--- config.mk ---
export PLATFORM = sky130hd
export DESIGN_NAME = pwm_toggle_timer
export DESIGN_NICKNAME = d
export VERILOG_FILES = /design/src/rtl/ptt_pkg.sv /design/src/rtl/ptt_prescaler.sv /design/src/rtl/ptt_edge_sync.sv /design/src/rtl/ptt_half.sv /design/src/rtl/pwm_toggle_timer.sv
export SDC_FILE = /design/constraint.sdc
export NUM_CORES = 1
export LEC_CHECK = 0
export BUFFER_PORTS_ARGS = -buffer_cell sky130_fd_sc_hd__buf_2
export CORE_ASPECT_RATIO = 1.5
export CORE_MARGIN = 5
export CORE_UTILIZATION = 50
export CTS_BUF_LIST = sky130_fd_sc_hd__clkbuf_2 sky130_fd_sc_hd__clkbuf_4 sky130_fd_sc_hd__clkbuf_8
export DETAILED_ROUTE_END_ITERATION = 7
export PLACE_DENSITY = 0.67
export SYNTH_ARGS = -nofsm -noshare
export SYNTH_HDL_FRONTEND = slang
export SYNTH_SLANG_ARGS = --single-unit
--- constraint.sdc ---
create_clock -name clk -period 6.5 [get_ports clk]
set_clock_uncertainty 0.2 [all_clocks]
set_input_delay 0.975 -clock clk [delete_from_list [all_inputs] [get_ports clk]]
set_output_delay 0.975 -clock clk [all_outputs]
set_load 0.01 [all_outputs]
--- src/rtl/ptt_pkg.sv ---
// Package: shared mode encoding and register addresses for the PWM/toggle timer.
// Assumes a 3-bit register address bus; mode lives in data bits 1:0.
package ptt_pkg;

    typedef enum logic [1:0] {
        MODE_DUAL_TOG = 2'd0,   // two independent toggle timers
        MODE_DUAL_PWM = 2'd1,   // two independent PWM channels
        MODE_CASC_EXT = 2'd2,   // 16-bit chain counting external edges
        MODE_WIDE_PWM = 2'd3    // 16-bit chain on prescaler, low byte PWM
    } ptt_mode_e;

    localparam int          ADDR_W      = 3;
    localparam logic [2:0]  REG_MODE    = 3'd0;
    localparam logic [2:0]  REG_PRE_LO  = 3'd1;
    localparam logic [2:0]  REG_PRE_HI  = 3'd2;
    localparam logic [2:0]  REG_PER_LO  = 3'd3;
    localparam logic [2:0]  REG_PER_HI  = 3'd4;
    localparam logic [2:0]  REG_DUTY_LO = 3'd5;
    localparam logic [2:0]  REG_DUTY_HI = 3'd6;

endpackage

--- src/rtl/ptt_prescaler.sv ---
// Module: programmable clock-enable divider.
// Produces a one-cycle tick every (limit+1) cycles. A restart returns the
// count to zero. Assumes limit may change at any time: the >= compare
// prevents a long wrap-around when limit drops below the current count.
module ptt_prescaler #(
    parameter int PRE_W = 8
) (
    input  logic             clk,
    input  logic             rst_n,
    input  logic             restart,
    input  logic [PRE_W-1:0] limit,
    output logic             tick
);

    logic [PRE_W-1:0] cnt_q;

    assign tick = (cnt_q >= limit);

    // Divider count: clear on restart or tick, else step by one.
    always_ff @(posedge clk) begin
        if (!rst_n) begin
            cnt_q <= '0;
        end else if (restart || tick) begin
            cnt_q <= '0;
        end else begin
            cnt_q <= cnt_q + 1'b1;
        end
    end

endmodule

--- src/rtl/ptt_edge_sync.sv ---
// Module: synchronizer and rising-edge detector for an asynchronous input.
// The rise output is a one-cycle pulse STAGES cycles after the input rises.
// Assumes STAGES >= 2 and input pulses wider than one clock.
module ptt_edge_sync #(
    parameter int STAGES = 2
) (
    input  logic clk,
    input  logic rst_n,
    input  logic async_in,
    output logic rise
);

    logic [STAGES-1:0] sync_q;
    logic              last_q;

    // Shift the input through the synchronizer and keep the last stage.
    always_ff @(posedge clk) begin
        if (!rst_n) begin
            sync_q <= '0;
            last_q <= 1'b0;
        end else begin
            sync_q <= {sync_q[STAGES-2:0], async_in};
            last_q <= sync_q[STAGES-1];
        end
    end

    assign rise = sync_q[STAGES-1] & ~last_q;

endmodule

--- src/rtl/ptt_half.sv ---
// Module: one 8-bit timer half with shadowed period and duty registers.
// Counts 0..period on each step, wraps to 0, and loads shadows into the
// active copies on wrap or restart. A write in the wrap cycle is taken
// into that load. Assumes step is a one-cycle enable.
module ptt_half #(
    parameter int W = 8
) (
    input  logic         clk,
    input  logic         rst_n,
    input  logic         restart,
    input  logic         step,
    input  logic         wr_per,
    input  logic         wr_duty,
    input  logic [W-1:0] wdata,
    output logic [W-1:0] cnt,
    output logic [W-1:0] act_duty,
    output logic         wrap
);

    logic [W-1:0] sh_per_q;
    logic [W-1:0] sh_duty_q;
    logic [W-1:0] act_per_q;
    logic [W-1:0] nxt_per;
    logic [W-1:0] nxt_duty;
    logic [W-1:0] cnt_q;
    logic [W-1:0] duty_q;
    logic         load;

    assign nxt_per  = wr_per  ? wdata : sh_per_q;
    assign nxt_duty = wr_duty ? wdata : sh_duty_q;
    assign wrap     = step && (cnt_q == act_per_q);
    assign load     = restart || wrap;

    // Shadow registers: capture software writes.
    always_ff @(posedge clk) begin
        if (!rst_n) begin
            sh_per_q  <= '1;
            sh_duty_q <= '0;
        end else begin
            sh_per_q  <= nxt_per;
            sh_duty_q <= nxt_duty;
        end
    end

    // Active registers: take shadow values only at a period boundary.
    always_ff @(posedge clk) begin
        if (!rst_n) begin
            act_per_q <= '1;
            duty_q    <= '0;
        end else if (load) begin
            act_per_q <= nxt_per;
            duty_q    <= nxt_duty;
        end
    end

    // Period counter: restart clears, step advances or wraps.
    always_ff @(posedge clk) begin
        if (!rst_n) begin
            cnt_q <= '0;
        end else if (restart) begin
            cnt_q <= '0;
        end else if (step) begin
            cnt_q <= wrap ? '0 : cnt_q + 1'b1;
        end
    end

    assign cnt      = cnt_q;
    assign act_duty = duty_q;

endmodule

--- src/rtl/pwm_toggle_timer.sv ---
// Module: two 8-bit timer halves arranged by mode into toggle timers,
// PWM channels or a 16-bit chained timer/counter.
// Assumes a synchronous write port; a mode write restarts both halves.
// Half index 0 is the low half, index 1 the high half.
module pwm_toggle_timer #(
    parameter int HALF_W      = 8,
    parameter int PRE_W       = 8,
    parameter int SYNC_STAGES = 2
) (
    input  logic              clk,
    input  logic              rst_n,
    input  logic              wr_en,
    input  logic [2:0]        wr_addr,
    input  logic [HALF_W-1:0] wr_data,
    input  logic              ext_cnt_in,
    output logic              out_lo,
    output logic              out_hi,
    output logic              flag_lo,
    output logic              flag_hi
);
    import ptt_pkg::*;

    localparam int NUM_HALVES = 2;

    ptt_mode_e              mode_q;
    logic                   restart;
    logic                   wide_mode;
    logic                   ext_rise;
    logic [NUM_HALVES-1:0]  tick_w;
    logic [NUM_HALVES-1:0]  step_w;
    logic [NUM_HALVES-1:0]  wrap_w;
    logic [NUM_HALVES-1:0]  pwm_w;
    logic [NUM_HALVES-1:0]  tog_en;
    logic [NUM_HALVES-1:0]  tog_q;
    logic [NUM_HALVES-1:0]  flag_q;
    logic [HALF_W-1:0]      cnt_w  [NUM_HALVES];
    logic [HALF_W-1:0]      duty_w [NUM_HALVES];
    logic [HALF_W-1:0]      cnt_lo;

    assign restart   = wr_en && (wr_addr == REG_MODE);
    assign wide_mode = (mode_q == MODE_CASC_EXT) || (mode_q == MODE_WIDE_PWM);

    // Mode register: written through address 0, bits 1:0.
    always_ff @(posedge clk) begin
        if (!rst_n) begin
            mode_q <= MODE_DUAL_TOG;
        end else if (restart) begin
            mode_q <= ptt_mode_e'(wr_data[1:0]);
        end
    end

    ptt_edge_sync #(
        .STAGES (SYNC_STAGES)
    ) u_ext_sync (
        .clk      (clk),
        .rst_n    (rst_n),
        .async_in (ext_cnt_in),
        .rise     (ext_rise)
    );

    // Step sources: external edges or low wraps replace the prescaler in chained modes.
    assign step_w[0] = (mode_q == MODE_CASC_EXT) ? ext_rise  : tick_w[0];
    assign step_w[1] = wide_mode                 ? wrap_w[0] : tick_w[1];

    for (genvar i = 0; i < NUM_HALVES; i++) begin : g_half
        localparam logic [2:0] A_PRE  = (i == 0) ? REG_PRE_LO  : REG_PRE_HI;
        localparam logic [2:0] A_PER  = (i == 0) ? REG_PER_LO  : REG_PER_HI;
        localparam logic [2:0] A_DUTY = (i == 0) ? REG_DUTY_LO : REG_DUTY_HI;

        logic [PRE_W-1:0] pre_q;
        logic             wr_per;
        logic             wr_duty;

        assign wr_per  = wr_en && (wr_addr == A_PER);
        assign wr_duty = wr_en && (wr_addr == A_DUTY);

        // Prescale register for this half, effective immediately.
        always_ff @(posedge clk) begin
            if (!rst_n) begin
                pre_q <= '0;
            end else if (wr_en && (wr_addr == A_PRE)) begin
                pre_q <= wr_data[PRE_W-1:0];
            end
        end

        ptt_prescaler #(
            .PRE_W (PRE_W)
        ) u_pre (
            .clk     (clk),
            .rst_n   (rst_n),
            .restart (restart),
            .limit   (pre_q),
            .tick    (tick_w[i])
        );

        ptt_half #(
            .W (HALF_W)
        ) u_half (
            .clk      (clk),
            .rst_n    (rst_n),
            .restart  (restart),
            .step     (step_w[i]),
            .wr_per   (wr_per),
            .wr_duty  (wr_duty),
            .wdata    (wr_data),
            .cnt      (cnt_w[i]),
            .act_duty (duty_w[i]),
            .wrap     (wrap_w[i])
        );

        assign pwm_w[i] = (cnt_w[i] < duty_w[i]);
    end

    assign cnt_lo = cnt_w[0];

    // Toggle enables: low pin toggles in modes 0 and 2, high pin in all but mode 1.
    assign tog_en[0] = wrap_w[0] && ((mode_q == MODE_DUAL_TOG) || (mode_q == MODE_CASC_EXT));
    assign tog_en[1] = wrap_w[1] && (mode_q != MODE_DUAL_PWM);

    // Toggle state and period flags: flags are one-cycle pulses of the wrap events.
    always_ff @(posedge clk) begin
        if (!rst_n) begin
            tog_q  <= '0;
            flag_q <= '0;
        end else if (restart) begin
            tog_q  <= '0;
            flag_q <= '0;
        end else begin
            tog_q  <= tog_q ^ tog_en;
            flag_q <= wrap_w;
        end
    end

    // Output selection by mode.
    always_comb begin
        out_lo = tog_q[0];
        out_hi = tog_q[1];
        if (mode_q == MODE_DUAL_PWM || mode_q == MODE_WIDE_PWM) begin
            out_lo = pwm_w[0];
        end
        if (mode_q == MODE_DUAL_PWM) begin
            out_hi = pwm_w[1];
        end
    end

    assign flag_lo = flag_q[0];
    assign flag_hi = flag_q[1];

endmodule

==> results.txt, run 1 <==
The flow ran to the end, and the final reports show no timing, DRC or antenna violations. The highest clock rate is 270.7 MHz. Summing every instance area after synthesis gives 5368 sq um. The die is 94.60 um wide.

The post-detailed-route count of antenna-violating nets is 0. The depth of the CTS H-tree is 4. The proportion of layout cells with a drive suffix above 1 came out at 8.504%. The final RePlAce weighted congestion is 0.8550.

The number of remaining DRC errors is 0. The type of the tightest min-delay check is reg2reg. The worst-margin pin slew came out at 1.243 ns. The maximum number of pins on one net before global-route repair came out at 56.

The largest fanout of any net on the critical path came out at 15. The final cell count without fillers is 779. Post-CTS timing repair inserted 0 buffers for setup. TritonCTS built the clock tree.

The number of rows created at floorplan is 46. The number of global-route vias before repair came out at 4114. The routed wire length is 11.95 mm. The instance count after placement with tap cells included is 747.

The total overflow left after global routing is 0. The hold violation total from the final report came out at 0. The power density over cell area came out at 279.3 nW/um^2. The detailed-route vias per instance is 5.358. The worst setup path is launched from a register. The first-pass detailed-route iteration total came out at 5. The final setup violation count came out at 0. The initial cell density of the core is 50.96%. The dominant cell type by area after synthesis is sky130_fd_sc_hd__dfxtp_1. Yosys instantiated no cell more often than sky130_fd_sc_hd__dfxtp_1. The highest cell delay on the worst timing path is 1.05 ns. The worst-case IR drop observed on VDD is 0.1843 mV. The number of nets in the synthesized netlist is 652. The post-layout total power is 1678 uW.

The synthesized design contains 121 register bits. Data on the critical path arrives at its endpoint at 3.77 ns. The number of warnings reported in the yosys synthesis log is 0.

The kind of cell with the highest combined delay along the critical path is compound AO/OA/AOI/OAI gates. The leakage power summed over all cells is 0.002250 uW. Synthesis instantiated 40 different standard cells from the library. The final critical path takes up 56.84% of the cycle. The boundary pin count is 19. In this run the critical register-to-register path is captured at g_half[0].u_half.act_duty[6]$_SDFFE_PN0P_. Across all hold checks on the routed design, the worst slack comes to 0.2608 ns. The end point of the most critical hold path is u_ext_sync.last_q$_SDFF_PN0_.

The total number of clock tree sinks came out at 121. The die area came out at 12950 sq um. Among all flip-flop cells after synthesis, the most frequent one is sky130_fd_sc_hd__dfxtp_1. The number of resized instances in the post-cts repair step came out at 0. The smallest clock period supported by the final layout is computed as 3.694 ns. The worst register-to-register path begins at g_half[0].u_pre.cnt_q[2]$_SDFF_PP0_. The signal on the critical path passes through ha_1 > a211oi_1 > o21ai_0 > a221oi_1 > nor3_1 > nor2_1 > a2bb2oi_1. The total number of vias is 4174.

After the last flow step, the layout net total stands at 671. The global routing usage summed across all routing layers is 20.17%. The initial antenna violation count is 0. In this run the most critical hold path is launched from u_ext_sync.sync_q[1]$_SDFF_PN0_.

Counting along the longest clock path gives a buffer depth of 2. TritonCTS created 17 clock buffers. Ranked by total cell area, the synthesized netlist is headed by sky130_fd_sc_hd__dfxtp_1, sky130_fd_sc_hd__ha_1, sky130_fd_sc_hd__nand2_1. Setup repair after global routing left no endpoint under its margin. The commonest cells after synthesis are sky130_fd_sc_hd__dfxtp_1, sky130_fd_sc_hd__nand2_1, sky130_fd_sc_hd__inv_1, sky130_fd_sc_hd__nand3_1, sky130_fd_sc_hd__nor2_1. The required time at the worst-slack endpoint is 6.58 ns. The placeable core region is 10530 sq um.

The number of enable-type register cells in the synthesized netlist came out at 0. During placement, the flow inserted port buffers numbering 18. Buffers inserted to repair hold after CTS numbered 0.

The starting DRC count in detailed routing came out at 252. The fraction of synthesized cell area taken by the top area cell type came out at 45.13%. The number of buffers and inverters on the critical path is 0.

For the worst flop-to-flop path, the logic depth is 7. The post-CTS clock slew at the launch and capture registers of the worst setup and hold paths came out at 0.07 ns. The die span in y is 136.9 um.

The final-report max-slew violation count is 0. The register-to-register setup slack is 2.81 ns. The kind of end point of the critical path is a register.

CTS placed an instance of sky130_fd_sc_hd__clkbuf_8 at the clock tree root. The area growth from synthesis to layout is 11.93%. The part of the Yosys area used for sequential elements came out at 45.13%. The mean instance size in the synthesized netlist came out at 8.902 sq um. The number of instances on the worst hold path came out at 1. The accumulated negative setup slack is 0 ns. The half-perimeter wire length after detailed placement is 8.478 mm. The diode insertion count for antenna repair is 0. The critical path class is reg2reg. The global-route wire length before repair is 20.15 mm. For the worst-skew pair, the clock arrives at the later sink with an insertion delay of 0.44 ns. The async set or reset register ratio after synthesis came out at 0%. The worst-case headroom to the max-slew limit is 17.12%. Dividing the detail-routed wire length by the instance count gives 15.34 um. The number of maximum-capacitance constraint violations is 0. The number of cells produced by synthesis came out at 603. The largest individual stage delay along the critical path comes from the cell sky130_fd_sc_hd__a221oi_1.
## state kept, by name, indices dropped and copies added (netlist names)
| register | count |
|---|---|
| flag_q | 2 |
| g_half.u_pre.cnt_q | 16 |
| tog_q | 2 |
| g_half.u_half.act_duty | 16 |
| u_ext_sync.last_q | 1 |
| g_half.u_half.act_per_q | 16 |
| u_ext_sync.sync_q | 2 |
| g_half.u_half.sh_per_q | 16 |
| g_half.u_half.sh_duty_q | 16 |
| g_half.u_half.cnt | 16 |
| g_half.pre_q | 16 |
| mode_q | 2 |
## placed cells by master (no fill, tap or decap), types with 18 or more instances in the layout
cell type	count
sky130_fd_sc_hd__dfxtp_1	121
sky130_fd_sc_hd__nand2_1	99
sky130_fd_sc_hd__inv_1	46
sky130_fd_sc_hd__nand3_1	36
sky130_fd_sc_hd__nor2_1	35
sky130_fd_sc_hd__ha_1	34
sky130_fd_sc_hd__a21boi_0	26
sky130_fd_sc_hd__clkbuf_8	20
sky130_fd_sc_hd__xnor2_1	19
sky130_fd_sc_hd__a21oi_1	18
sky130_fd_sc_hd__xor2_1	18
sky130_fd_sc_hd__buf_2	18
## stage by stage
| step | utilization [%] | instance area (sq um) | setup slack [ns] |
|---|---|---|---|
| final | 57.04 | 6008 | 2.806 |
| after global routing | 57.04 | 6008 | 2.531 |
| after CTS | 57.04 | 6008 | 2.835 |
| after detailed placement | 52.76 | 5557 | 2.864 |
| after global placement | 52.76 | 5557 | 3.082 |
| after floorplan | - | 5368 | 3.815 |
## final cells by class
type | instances | area [sq um]
Sequential cell | 121 | 2422
Clock buffer | 21 | 282.8
Inverter | 46 | 172.7
Clock inverter | 11 | 168.9
Tap cell | 144 | 180.2
Timing Repair Buffer | 18 | 90.09
Fill cell | 928 | 4524
Multi-Input combinational cell | 418 | 2691
## how the worst max path moves through the flow
stage / end / cells past startpoint / slack [ns] / from
final: g_half[0].u_half.act_duty[6]$_SDFFE_PN0P_ / 7 / 2.81 / g_half[0].u_pre.cnt_q[2]$_SDFF_PP0_
after global routing: g_half[0].u_half.act_duty[6]$_SDFFE_PN0P_ / 7 / 2.53 / g_half[0].u_pre.cnt_q[2]$_SDFF_PP0_
after CTS: g_half[0].u_half.act_duty[6]$_SDFFE_PN0P_ / 7 / 2.83 / g_half[0].u_pre.cnt_q[2]$_SDFF_PP0_
after detailed placement: g_half[0].u_half.act_duty[6]$_SDFFE_PN0P_ / 8 / 2.86 / g_half[0].pre_q[2]$_SDFFE_PN0P_
after global placement: g_half[0].u_half.act_per_q[6]$_SDFFE_PN1P_ / 8 / 3.08 / g_half[0].pre_q[2]$_SDFFE_PN0P_
after floorplan: out_lo / 6 / 3.82 / g_half[0].u_half.cnt[1]$_SDFFE_PP0P_
## report_power, final
part,switching [uW],internal (uW)
clock network,307,453
registers,21.4,765
logic,75.6,56.3
## kinds of logic after synthesis
| kind of cell | after synthesis | synth area share (%) |
|---|---|---|
| flops | 121 | 45.13 |
| fa+ha+maj | 34 | 7.925 |
| compound gates | 108 | 14.59 |
| buf+inv | 64 | 4.732 |
| xor+xnor | 37 | 6.037 |
| simple gates | 230 | 19.91 |
| mux | 9 | 1.678 |
## metal layers
| layer | wire length [um] | vias up | share of wire, % | track usage, % |
|---|---|---|---|---|
| met4 | 378 | 0 | 3.2 | 8.668 |
| li1 | - | 2101 | - | - |
| met3 | 458 | 25 | 3.8 | 5.446 |
| met5 | 0 | - | 0 | 0 |
| met1 | 5012 | 1957 | 42 | 23.90 |
| met2 | 6099 | 91 | 51 | 33.97 |
No activity file was read; power rests on OpenSTA's default activity.
==> run 2, diff against run 1 <==
--- a/config.mk
+++ b/config.mk
@@ -5,13 +5,14 @@
 export SDC_FILE = /design/constraint.sdc
 export NUM_CORES = 1
 export LEC_CHECK = 0
+export ABC_AREA = 1
 export BUFFER_PORTS_ARGS = -buffer_cell sky130_fd_sc_hd__buf_2
 export CORE_ASPECT_RATIO = 1.5
 export CORE_MARGIN = 5
 export CORE_UTILIZATION = 50
 export CTS_BUF_LIST = sky130_fd_sc_hd__clkbuf_2 sky130_fd_sc_hd__clkbuf_4 sky130_fd_sc_hd__clkbuf_8
 export DETAILED_ROUTE_END_ITERATION = 7
-export PLACE_DENSITY = 0.67
+export PLACE_DENSITY = 0.66
 export SYNTH_ARGS = -nofsm -noshare
 export SYNTH_HDL_FRONTEND = slang
 export SYNTH_SLANG_ARGS = --single-unit
==> constraint.sdc (replaced) <==
create_clock -name clk -period 3.8 [get_ports clk]
set_clock_uncertainty 0.2 [all_clocks]
set_input_delay 0.57 -clock clk [delete_from_list [all_inputs] [get_ports clk]]
set_output_delay 0.57 -clock clk [all_outputs]
set_load 0.01 [all_outputs]
==> results.txt, run 2 <==
The run finished with clean final reports. The routed wire length came out at 11.58 mm. The leakage power summed over all cells came out at 0.002906 uW. The CTS buffer count came out at 17. The total number of vias came out at 4455. Sorting the synthesized cells by area gives the leading types as sky130_fd_sc_hd__dfxtp_1, sky130_fd_sc_hd__nand2_1, sky130_fd_sc_hd__ha_1. The half-perimeter wire length after detailed placement came out at 8.636 mm. Routability-driven placement finished with a final weighted congestion of 0.8445.

TritonCTS built the clock tree. The detailed router finished its first iteration with 218 violations. In this run, synthesis produced a sequential element count of 121.

The final cell count without fillers came out at 892. The async set or reset register ratio after synthesis came out at 0%. The combined buffer and inverter count along the critical path came out at 1. Setup total negative slack on the finished layout was measured at 0 ns. The mean instance size in the synthesized netlist is 7.793 sq um. The most common cell in the synthesized netlist is sky130_fd_sc_hd__nand2_1. The post-layout net count came out at 781. The initial cell density of the core came out at 50.58%.

Across the VDD grid, the largest voltage drop is 0.3059 mV. The die area is 13310 sq um. In this run the power spent charging and discharging nets is 734.4 uW. For the pin with the worst max-slew slack, the measured transition is 0.9874 ns.

The final-report max-slew violation count is 0. The tool flagged a number of max-cap violations equal to 0. Data arrives at the worst endpoint at 1.93 ns. The total number of clock tree sinks came out at 121.

After synthesis, the largest area contributor takes up 43.78% of total cell area. The required time at the worst-slack endpoint came out at 3.03 ns. CTS placed an instance of sky130_fd_sc_hd__clkbuf_8 at the clock tree root. The dominant cell type by area after synthesis is sky130_fd_sc_hd__dfxtp_1. The type of the tightest min-delay check is in2reg. Sequential cells burn 48.0% of the power. The diode insertion count for antenna repair came out at 0. The internal portion of total power is 2083 uW. The worst setup path is launched from a register. The critical path is of the reg2out type. The instance count after placement with tap cells included came out at 860. Static timing analysis puts the maximum clock frequency at 369.8 MHz.

The number of global-route vias before repair is 4272. The depth of the CTS H-tree is 4. The total area of multi-input combinational cells came out at 2626 sq um. The number of buffers inserted by hold repair at cts is 0.

The most frequent standard cell in the layout excluding fill and tap cells is sky130_fd_sc_hd__nand2_1. The number of rows created at floorplan is 47. The total nets after synthesis came out at 759. Clock-pin slew was measured on the worst setup and hold paths at 0.07 ns. Setup repair after global routing left no endpoint under its margin. The highest cell delay on the worst timing path is 0.44 ns. Once the clock tree was built, the resizer swapped 0 gates to a different size.

The global-route wire length before repair is 19.60 mm. The detail route stage leaves a number of antenna-violating nets equal to 0. The combinational fraction of design power came out at 9.7%. Of the cells placed in the final design, the portion with a size suffix greater than 1 is 9.933%. Leaving out fill and tap cells, the most frequent cells in the layout are sky130_fd_sc_hd__nand2_1, sky130_fd_sc_hd__dfxtp_1, sky130_fd_sc_hd__inv_1, sky130_fd_sc_hd__nor2_1, sky130_fd_sc_hd__a21oi_1. The switching share of power is 26.07%.

The filler cells instantiated in the layout total 1078. The storage element area is 2422 sq um. For this design, the slowest cell found on the critical path is sky130_fd_sc_hd__dfxtp_1. The initial antenna violation count is 0. Compared with the post-synthesis result, the final layout area differs by 11.22%. Of the total power, the clock network draws 42.4%. Sorting the synthesized cells by how often they occur yields sky130_fd_sc_hd__nand2_1, sky130_fd_sc_hd__dfxtp_1, sky130_fd_sc_hd__inv_1, sky130_fd_sc_hd__nor2_1, sky130_fd_sc_hd__a21oi_1. The number of cells produced by synthesis is 710.

The core region is 10940 sq um. Dividing the detail-routed via count by the number of cells gives 4.994. The die is 138.8 um tall. The average wire per standard cell came out at 12.98 um. The maximum number of pins on one net before global-route repair came out at 48.

Yosys printed 0 warnings. The hold violation total from the final report is 0. The maximum number of buffers from clock root to sink is 2.

The global routing usage summed across all routing layers came out at 18.65%. The power density over cell area came out at 457.8 nW/um^2. Measured along the x axis, the die boundary spans 95.89 um. The time the final worst path needs with I/O delays and setup came out at 2.704 ns. The post-route clock period utilization came out at 71.16%.

The first-pass detailed-route iteration total is 4. The worst-case headroom to the max-slew limit is 33.93%. In this run the cell area of the synthesized design comes to 5533 sq um. The most common flop cell mapped by yosys is sky130_fd_sc_hd__dfxtp_1. The clock insertion delay at the later pin of the skew report is 0.43 ns. The kind of end point of the critical path is an output pin. The total overflow left after global routing is 0. In this run the worst path has a maximum fanout of 5. The distinct cell type count of the synthesized netlist is 40. The number of remaining DRC errors came out at 0. The critical path goes through ha_1 > a21boi_0 > o211ai_1 > nand2_1 > nand4_1 > o2111ai_1 > o21ai_0 > buf_2.

The part of the Yosys area used for sequential elements is 43.78%. The final setup violation count is 0. The total of buffers placed on input and output ports came out at 18.

The post-CTS repair timing setup buffer count is 0. The boundary pin count is 19. Among cell families on the critical path, the largest total delay comes from compound AO/OA/AOI/OAI gates. The synthesized design contains 0 enable-type register cells.
[run 2: cell count changes in the layout (fill, tap and decap cells not counted), sizes merged, moves of 15 or more]
cell,previous run,this run
inv,46,104
nand2,99,145
a21oi,18,55
nor2,35,62
o21ai,12,38
a21boi,26,1
a22o,16,0
o211ai,2,17
[run 2: path summary, 6_finish.rpt]
kind | to | cells after the start | slack [ns] | startpoint
setup reg to reg | g_half[0].u_half.act_per_q[7]$_SDFFE_PN1P_ | 15 | 1.24 | g_half[0].u_pre.cnt_q[3]$_SDFF_PP0_
hold reg to reg | u_ext_sync.sync_q[1]$_SDFF_PN0_ | 2 | 0.23 | u_ext_sync.sync_q[0]$_SDFF_PN0_
hold / removal | u_ext_sync.sync_q[0]$_SDFF_PN0_ | 3 | 0.12 | ext_cnt_in
setup / recovery | out_lo | 8 | 1.10 | g_half[0].u_half.cnt[1]$_SDFFE_PP0P_
[run 2: metrics by stage]
| stage | cell area (sq um) | hold WS [ns] | util [%] | setup WS (ns) | total power [uW] |
|---|---|---|---|---|---|
| finish | 6153 | 0.1222 | 56.26 | 1.096 | 2817 |
| global route | 6153 | 0.1160 | 56.26 | 0.9393 | 2949 |
| CTS | 6153 | 0.09743 | 56.26 | 1.051 | 2846 |
| detailed placement | 5732 | 0.2083 | 52.40 | 1.125 | 1651 |
| global placement | 5732 | 0.2050 | 52.40 | 1.150 | 1641 |
| floorplan | 5533 | 0.1905 | - | 1.715 | 1582 |
[run 2: per-layer routing]
metal  wire [um]  vias to the layer above  track usage, %
met5           0                        -               0
met2        5868                       78           31.05
li1            -                     2356               -
met1        5017                     2004           22.57
met4         216                        0           6.672
met3         480                       17           5.266
[run 2: kinds of logic (layout without fill, tap and decap cells)]
family / Yosys count / in the layout / synth area share [%]
AND/OR/NAND/NOR: 290 / 290 / 23.90
buffers and inverters: 122 / 157 / 8.752
flip-flops: 121 / 121 / 43.78
AO/OA/AOI/OAI: 118 / 118 / 11.92
adder cells (fa/ha/maj): 34 / 34 / 7.689
XOR/XNOR: 25 / 25 / 3.957
[run 2: worst reg2reg max path, cell delays in order (launching register included)]
cell and delay, ns:
sky130_fd_sc_hd__dfxtp_1 0.42, sky130_fd_sc_hd__ha_1 0.27, sky130_fd_sc_hd__nand2_1 0.07, sky130_fd_sc_hd__nand2_1 0.05, sky130_fd_sc_hd__nor2_1 0.10, sky130_fd_sc_hd__nand2_1 0.06, sky130_fd_sc_hd__nand2_1 0.07, sky130_fd_sc_hd__nand2_1 0.10
sky130_fd_sc_hd__nand2_1 0.12, sky130_fd_sc_hd__nand2_4 0.10, sky130_fd_sc_hd__nand2_2 0.12, sky130_fd_sc_hd__inv_2 0.08, sky130_fd_sc_hd__nor2_4 0.27, sky130_fd_sc_hd__nand2_2 0.24, sky130_fd_sc_hd__nand2_1 0.13, sky130_fd_sc_hd__nand2_1 0.05
[run 2: final cells by class]
cell class | instances | area share, %
Inverter | 105 | 6.405
Clock buffer | 18 | 4.026
Clock inverter | 14 | 2.826
Multi-Input combinational cell | 467 | 42.68
Tap cell | 147 | 2.989
Timing Repair Buffer | 20 | 1.708
Sequential cell | 121 | 39.37
[run 2: power groups by stage]
| stage | combinational (uW) | sequential [uW] | clock [uW] |
|---|---|---|---|
| final | 272 | 1350 | 1190 |
| after global routing | 315 | 1360 | 1280 |
| after CTS | 274 | 1350 | 1220 |
| after detailed placement | 273 | 1380 | 0 |
| after global placement | 264 | 1380 | 0 |
| after floorplan | 213 | 1370 | 0 |
